### src/rtl/bt_pkg.sv
package bt_pkg;
    typedef enum logic [1:0] {
        OP_TEST = 2'd0,
        OP_SET  = 2'd1,
        OP_CLR  = 2'd2,
        OP_FLIP = 2'd3
    } bt_op_e;

    typedef enum logic [2:0] {
        S_IDLE,
        S_SEEK,
        S_EDIT,
        S_RESTORE,
        S_DONE
    } bt_state_e;
endpackage

### src/rtl/bt_rotr.sv
module bt_rotr #(
    parameter int DW = 32,
    localparam int AW = $clog2(DW),
    localparam int HW = DW / 2
) (
    input  logic [DW-1:0] din,
    input  logic          wide,
    input  logic [AW-1:0] amt,
    output logic [DW-1:0] dout
);
    logic [AW-1:0]   amt_eff;
    logic [2*DW-1:0] src;
    logic [2*DW-1:0] coarse;
    logic [DW-1:0]   fine;

    always_comb begin
        amt_eff = wide ? amt : {1'b0, amt[AW-2:0]};
        src     = wide ? {din, din} : {{DW{1'b0}}, din[HW-1:0], din[HW-1:0]};
        coarse  = src >> {amt_eff[AW-1:2], 2'b00};
        fine    = DW'(coarse >> amt_eff[1:0]);
        dout    = wide ? fine : {{HW{1'b0}}, fine[HW-1:0]};
    end
endmodule

### src/rtl/bt_index.sv
module bt_index #(
    parameter int DW = 32,
    parameter int IW = 32,
    localparam int AW = $clog2(DW)
) (
    input  logic [IW-1:0] idx,
    input  logic          wide,
    input  logic          mem,
    output logic [AW-1:0] pos,
    output logic [IW-1:0] boff
);
    logic signed [IW-1:0] bytes;
    logic        [IW-1:0] align_mask;

    always_comb begin
        pos        = wide ? idx[AW-1:0] : {1'b0, idx[AW-2:0]};
        bytes      = $signed(idx) >>> 3;
        align_mask = wide ? IW'(DW / 8 - 1) : IW'(DW / 16 - 1);
        boff       = mem ? (IW'(bytes) & ~align_mask) : '0;
    end
endmodule

### src/rtl/bt_edit.sv
module bt_edit
    import bt_pkg::*;
(
    input  logic   bit_in,
    input  bt_op_e op,
    output logic   bit_out
);
    always_comb begin
        unique case (op)
            OP_TEST: bit_out = bit_in;
            OP_SET:  bit_out = bit_in | 1'b1;
            OP_CLR:  bit_out = bit_in & 1'b0;
            OP_FLIP: bit_out = bit_in ^ 1'b1;
            default: bit_out = bit_in;
        endcase
    end
endmodule

### src/rtl/bit_test_unit.sv
module bit_test_unit
    import bt_pkg::*;
#(
    parameter int DW = 32,
    parameter int IW = 32,
    localparam int AW = $clog2(DW),
    localparam int HW = DW / 2
) (
    input  logic          clk,
    input  logic          rst_n,
    input  logic          start_i,
    input  logic [1:0]    op_i,
    input  logic          mem_i,
    input  logic          wide_i,
    input  logic [DW-1:0] opnd_i,
    input  logic [IW-1:0] idx_i,
    output logic [DW-1:0] result_o,
    output logic          cf_o,
    output logic [IW-1:0] boff_o,
    output logic          done_o
);
    bt_state_e     state_q, state_d;
    logic [DW-1:0] work_q;
    logic [AW-1:0] pos_q;
    bt_op_e        op_q;
    logic          wide_q;
    logic          mem_q;
    logic          cf_q;
    logic [IW-1:0] boff_pend_q;
    logic [IW-1:0] boff_q;

    logic          accept;
    logic [AW-1:0] idx_pos;
    logic [IW-1:0] idx_boff;
    logic [AW-1:0] rot_amt;
    logic [DW-1:0] rot_out;
    logic          edit_bit;

    bt_index #(.DW(DW), .IW(IW)) u_index (
        .idx  (idx_i),
        .wide (wide_i),
        .mem  (mem_i),
        .pos  (idx_pos),
        .boff (idx_boff)
    );

    bt_rotr #(.DW(DW)) u_rotr (
        .din  (work_q),
        .wide (wide_q),
        .amt  (rot_amt),
        .dout (rot_out)
    );

    bt_edit u_edit (
        .bit_in  (work_q[0]),
        .op      (op_q),
        .bit_out (edit_bit)
    );

    assign accept  = start_i && (state_q == S_IDLE || state_q == S_DONE);
    assign rot_amt = (state_q == S_SEEK) ? pos_q : AW'(AW'(0) - pos_q);

    always_comb begin
        state_d = state_q;
        unique case (state_q)
            S_IDLE:    if (start_i) state_d = S_SEEK;
            S_SEEK:    state_d = S_EDIT;
            S_EDIT:    state_d = S_RESTORE;
            S_RESTORE: state_d = S_DONE;
            S_DONE:    state_d = start_i ? S_SEEK : S_IDLE;
            default:   state_d = S_IDLE;
        endcase
    end

    always_ff @(posedge clk or negedge rst_n) begin
        if (!rst_n) state_q <= S_IDLE;
        else        state_q <= state_d;
    end

    always_ff @(posedge clk or negedge rst_n) begin
        if (!rst_n) begin
            work_q      <= '0;
            pos_q       <= '0;
            op_q        <= OP_TEST;
            wide_q      <= 1'b1;
            mem_q       <= 1'b0;
            cf_q        <= 1'b0;
            boff_pend_q <= '0;
            boff_q      <= '0;
        end else begin
            if (accept) begin
                work_q      <= wide_i ? opnd_i : {{HW{1'b0}}, opnd_i[HW-1:0]};
                pos_q       <= idx_pos;
                op_q        <= bt_op_e'(op_i);
                wide_q      <= wide_i;
                mem_q       <= mem_i;
                boff_pend_q <= idx_boff;
            end else begin
                unique case (state_q)
                    S_SEEK:    work_q <= rot_out;
                    S_EDIT: begin
                        cf_q   <= work_q[0];
                        work_q <= {work_q[DW-1:1], edit_bit};
                    end
                    S_RESTORE: begin
                        work_q <= rot_out;
                        boff_q <= boff_pend_q;
                    end
                    default: ;
                endcase
            end
        end
    end

    always_comb begin
        done_o   = (state_q == S_DONE);
        result_o = work_q;
        cf_o     = cf_q;
        boff_o   = boff_q;
    end


    done_latency_chk: assert property (@(posedge clk) disable iff (!rst_n)
        accept |-> ##4 done_o);


    done_single_chk: assert property (@(posedge clk) disable iff (!rst_n)
        done_o |=> !done_o);


    busy_advance_chk: assert property (@(posedge clk) disable iff (!rst_n)
        (state_q == S_SEEK) |=> (state_q == S_EDIT));


    carry_orig_chk: assert property (@(posedge clk) disable iff (!rst_n)
        done_o |-> (cf_o == $past(work_q[pos_q], 3)));


    other_bits_chk: assert property (@(posedge clk) disable iff (!rst_n)
        done_o |-> (((result_o ^ $past(work_q, 3)) & ~(DW'(1) << pos_q)) == '0));


    test_keeps_chk: assert property (@(posedge clk) disable iff (!rst_n)
        (done_o && op_q == OP_TEST) |-> (result_o == $past(work_q, 3)));


    reg_offset_chk: assert property (@(posedge clk) disable iff (!rst_n)
        (done_o && !mem_q) |-> (boff_o == '0));
endmodule

### config.mk
export PLATFORM = sky130hd
export DESIGN_NAME = bit_test_unit
export DESIGN_NICKNAME = d
export VERILOG_FILES = /design/src/rtl/bt_pkg.sv /design/src/rtl/bt_rotr.sv /design/src/rtl/bt_index.sv /design/src/rtl/bt_edit.sv /design/src/rtl/bit_test_unit.sv
export SDC_FILE = /design/constraint.sdc
export NUM_CORES = 1
export LEC_CHECK = 0
export BUFFER_PORTS_ARGS = -buffer_cell sky130_fd_sc_hd__buf_2
export CORE_ASPECT_RATIO = 1.5
export CORE_MARGIN = 2
export CORE_UTILIZATION = 45
export DETAILED_ROUTE_END_ITERATION = 6
export GPL_ROUTABILITY_DRIVEN = 0
export PLACE_DENSITY = 0.67
export SKIP_CTS_REPAIR_TIMING = 1
export SLEW_MARGIN = 15
export SYNTH_ARGS = -nofsm -noshare
export SYNTH_HDL_FRONTEND = slang
export SYNTH_HIERARCHICAL = 1
export SYNTH_SLANG_ARGS = --single-unit
### constraint.sdc
create_clock -name clk -period 4.49 [get_ports clk]
set_input_delay 0.6735 -clock clk [delete_from_list [all_inputs] [get_ports clk]]
set_output_delay 0.6735 -clock clk [all_outputs]
set_load 0.05 [all_outputs]
# Yosys cells after proc, flatten, opt, wreduce, memory -nomap -nowiden
# Index checks and enable logic that the tools add are counted.
# totals
regBits,108
input_bits,71
output_inout_bits,66
wordCells,51
# op_classes
add_sub_neg,1
eq_ne,10
shift,2
n_mux,14
bitwise_logic,4
n_reduce_logical,11
# ops
cell,n
$mux W32,4
$mux W64,1
$pmux W32 S2,1
$shr A64 B2 Y32,1
$shr A64 B5 Y64,1
$and A32 B32 Y32,1
$not A32 Y32,1
$mux W5,3
$pmux W3 S5,1
$reduce_and A2 Y1,4
$eq A3 B2 Y1 const B,2
$sub A1 B5 Y5 const A,1
$eq A2 B2 Y1 const B,2
$ne A2 B2 Y1 const B,2
$eq A3 B1 Y1 const B,1
$eq A3 B3 Y1 const B,1
$logic_not A3 Y1,1
$mux W3,1
$ne A3 B3 Y1 const B,1
$pmux W1 S3,1
$reduce_bool A3 Y1,1
$eq A2 B1 Y1 const B,1
$logic_not A2 Y1,1
$mux W2,1
other kinds (6),7

# Logic depth before layout (Yosys ltp)
# depth
depth_word,8
mapped_depth,14
mapped_depth_nobuf,12

# By module
# Netlist, hierarchy kept.
# modules_own_cells
module,n_inst,cells_per_inst,area_per_inst_um2,seq_area_each_um2
bit_test_unit,1,410,4516.8,2703.8
bt_rotr,1,347,2727.6,0.0
bt_index,1,40,297.8,0.0
bt_edit,1,2,13.8,0.0

# Least setup slack after synthesis
# No wires, ideal clock.
# synth_path
path_kind,register -> register
start,reg pos_q[0]
end,reg work_q[19] (netlist: result_o[19])
setup_ns,0.132
arrival_ns,2.878
t_required_ns,4.358
setup_slack_ns,1.480
stages_incl_launch_ff,14
path_buffers,2
period_less_slack_ns,3.010
cell_sequence,dfrtp_1 > inv_1 > ha_1 > nor2_1 > xor2_1 > buf_4 > buf_4 > mux2_2 > a2111oi_0 > nor4_1 > a21oi_1 > o22ai_1 > mux2i_1 > o21ai_1
# synth_between
elab_chain_cells,8
# synth_rtl
element,line,rtl
start: declaration,bit_test_unit.sv:24,logic [AW-1:0] pos_q;
start signal: assignment,bit_test_unit.sv:93,pos_q <= idx_pos;
$sub A1 B5 Y5,bit_test_unit.sv:61,assign rot_amt = (state_q == S_SEEK) ? pos_q : AW'(AW'(0) - pos_q);
$mux W5,bit_test_unit.sv:61,
named net rot_amt[2],bit_test_unit.sv:35,logic [AW-1:0] rot_amt;
$mux W5,bt_rotr.sv:17,"amt_eff = wide ? amt : {1'b0, amt[AW-2:0]};"
$shr A64 B5 Y64,bt_rotr.sv:19,"coarse = src >> {amt_eff[AW-1:2], 2'b00};"
$shr A64 B2 Y32,bt_rotr.sv:20,fine = DW'(coarse >> amt_eff[1:0]);
$mux W32,bt_rotr.sv:21,"dout = wide ? fine : {{HW{1'b0}}, fine[HW-1:0]};"
named net rot_out[19],bit_test_unit.sv:36,logic [DW-1:0] rot_out;
$pmux W32 S2,bit_test_unit.sv:99,unique case (state_q)
$mux W32,bit_test_unit.sv:91,if (accept) begin
end signal: assignment,bit_test_unit.sv:92,"work_q <= wide_i ? opnd_i : {{HW{1'b0}}, opnd_i[HW-1:0]};"
end signal: assignment,bit_test_unit.sv:100,S_SEEK: work_q <= rot_out;
end signal: assignment,bit_test_unit.sv:103,"work_q <= {work_q[DW-1:1], edit_bit};"
end: declaration,bit_test_unit.sv:23,logic [DW-1:0] work_q;
# The timed path passes the listed nets, and every way through them passes these cells. The select of a mux whose other input is x is not followed.
# A chain may end at the register's enable or synchronous reset.

# Worst setup path after layout
# layout_path
start,reg state_q[0]
end,reg work_q[5] (netlist: result_o[5])
# layout_between
elab_chain_cells,8
elab_cells_between_ends,18
cone_classes,eq/ne: 5; shift: 2; mux: 5; reduce/logical: 6
# layout_rtl
element,line,rtl
start: declaration,bit_test_unit.sv:22,"bt_state_e state_q, state_d;"
start signal: assignment,bit_test_unit.sv:77,else state_q <= state_d;
$eq A3 B1 Y1,bit_test_unit.sv:61,
$mux W5,bit_test_unit.sv:61,
named net rot_amt[4],bit_test_unit.sv:35,
$mux W5,bt_rotr.sv:17,
$shr A64 B5 Y64,bt_rotr.sv:19,
$shr A64 B2 Y32,bt_rotr.sv:20,
$mux W32,bt_rotr.sv:21,
named net rot_out[5],bit_test_unit.sv:36,
$pmux W32 S2,bit_test_unit.sv:99,
$mux W32,bit_test_unit.sv:91,
# The timed path passes the listed nets, and every way through them passes these cells. The select of a mux whose other input is x is not followed.

==> metrics.yaml <==
status: "finished with violations"
violations: "design-rule violations"
crit_fanout: 11
grt_overflow: 0
grt_pass1_wl_um: 34400
synthCells: 799
cts_num_sinks: 108
slew_viol_final: 0
rsz0062_at_grt: "false"
die_w_um: 110
dpl.cell_count: 1089
reg2reg_slack_ps: 830
synth_flop_cell: "dfrtp_1"
reg2reg_depth: 10
met2WireLength_um: 11000
drt_iter0_markers: 413
drtPass1Iterations: 7
path_clk_slew_ps: 80
drt_wl_total_um: 22000
fin_crit_ps: 3660
clock.fmax_mhz: 273
htreeDepth: 3
synth_fa_ha_area_frac: 0.00166
vias: 6592
row_count: 58
drc_errors: 1
synthDominantCellAreaShare: 0.354
synth_top_family_by_area: "multiplexers"
cp_num_cells: 10
first_global_vias: 6483
cts_tree: "built"
slew_headroom: 0.310
synth_seq_cells: 108
timing.rr.start: "state_q[0]"
ys_top_cells_by_area: "dfrtp_1, mux2i_1, nand2_1"
antenna_cells: 0
cpMaxStageDelayCell: "nor2b_1"
antenna_found_initial: 2
worstSetupPathType: "flip-flop to flip-flop"
wl_met3_um: 1570
worst_setup_path_end_kind: "flip-flop"
drive_gt1_frac: 0.296
grt_max_degree: 68
netlist_area_um2: 7560
critPathBufInv: 0
areaGrowthSynthToFinish_pct: 13.5
max_stage_delay_ps: 700
synth_common_cells: "nand2_1, dfrtp_1, mux2i_1"
maxCapViolCount: 0
yosys_warnings: 6
worstHoldPathType: "primary input to async pin"
insertion_delay_ps: 350
yosys.area.top_type: "dfrtp_1"
clock_skew_ps: 17.9
final-hold-violation-count: 0
yosysMostFrequentCell: "nand2_1"
synthXorXnorAreaFrac: 0.00464
fin_cells: 1105
cp_common_cell: "mux2i_1"
vias_per_cell: 5.97
critPathArrivalTime_ps: 3940
post-dp-hpwl_um: 16300
gr-usage-all-layers: 0.250
die_height_um: 163
cts_root_buf: "clkbuf_16"
cts_buffers: 9
required_ps: 4770
wl_per_cell_um: 19.9
dr.max_layer_used: "met4"
worst_pin_slew_ps: 1030
period_share: 0.815
synth_mux_area_frac: 0.262
critical-path-top-delay-family: "multiplexers"
start_kind: "flip-flop"
wl_met1_um: 8070
start_util: 0.455
avgSynthCellArea_um2: 9.46
synth_nets: 871
tns_ps: 0
ant_nets: 0
ioPinCount: 137
yosys.area_share.simple: 0.179
fp.coreArea_um2: 16600
synth_edf_count: 0
reg2reg_to: "result_o[5]"
worstPathCellList: "nor3b_2, a21oi_1, xor2_1, nor2b_1, mux2i_1, mux2_2, mux4_2, a222oi_1, mux2i_1, o21ai_1"
synth_compound_area_frac: 0.134
port_buffers: 136
setup_violations: 0
fin_nets: 962
dieArea_um2: 17900
clk_path_buf_depth: 2
yosysSeqAreaShare: 0.358
async_reset_ff_frac: 1.00
synth.distinct_cells: 68
==> placed cells by master (no fill, tap or decap), types with 10 or more instances in the layout <==
master and instances:
mux2i_1 75, and2_2 21, dfrtp_1 107, nor2_1 34, nand2_1 169, nand3_1 21
buf_2 135, and2_1 10, o22ai_1 14, o21ai_1 37, o21ai_0 11, mux4_2 20
buf_4 15, mux2_2 39, a21oi_1 13, mux2_1 30
==> cell families after synthesis <==
group,Yosys count
simple gates,293
mux,164
compound gates,146
flops,108
buf+inv,82
xor+xnor,4
fa+ha+maj,1
other cells,1
==> routing by layer <==
layer  vias to the layer above  GRT usage
li1                       3041          -
met1                      3112      0.291
met2                       329      0.414
met3                       110     0.0504
met4                         0      0.160
met5                         -          0
==> how the worst max path moves through the flow <==
stage / start / end / slack, ps
floorplan: pos_q[0] / result_o[19] / 1480
global placement: state_q[0] / result_o[5] / 960
detailed placement: state_q[0] / result_o[5] / 820
CTS: state_q[0] / result_o[5] / 840
global route: state_q[0] / result_o[0] / 490
finish: state_q[0] / result_o[5] / 830
==> area by class of cell <==
type / count / area, µm²
Timing Repair Buffer: 152 / 828
Inverter: 10 / 37.5
Clock buffer: 9 / 225
Multi-Input combinational cell: 609 / 4440
Fill cell: 1601 / 8040
Tap cell: 210 / 263
Sequential cell: 108 / 2700
Clock inverter: 7 / 80.1
==> sequential cells by signal (all words and copies together), names as in the netlist <==
name and flops:
boff_o 32, boff_pend_q 32, cf_o 1, op_q 2, pos_q 5, result_o 32
state_q 3, wide_q 1
==> worst reg2reg max path: cells and delay by family, from the launching register on <==
kind	cells	cell delay, ps
AOI/OAI and AO/OA	3	580
xor gates and xnor gates	1	260
DFF	1	590
muxes	4	1140
and+or+nand+nor	2	1040
==> per-stage QoR <==
| step | hold WS, ps | setup slack, ps | instance area (µm²) | util |
|---|---|---|---|---|
| after detailed placement | 455 | 824 | 8270 | 0.498 |
| after CTS | 381 | 845 | 8580 | 0.516 |
| after global placement | 449 | 957 | 8270 | 0.498 |
| final | 351 | 832 | 8580 | 0.516 |
| after global routing | 404 | 488 | 8580 | 0.516 |
| after floorplan | 378 | 1480 | 7560 | - |
Power is left out: the tool's default activity adds up to more than one toggle a clock period on the data nets, which glitch-free logic cannot reach.
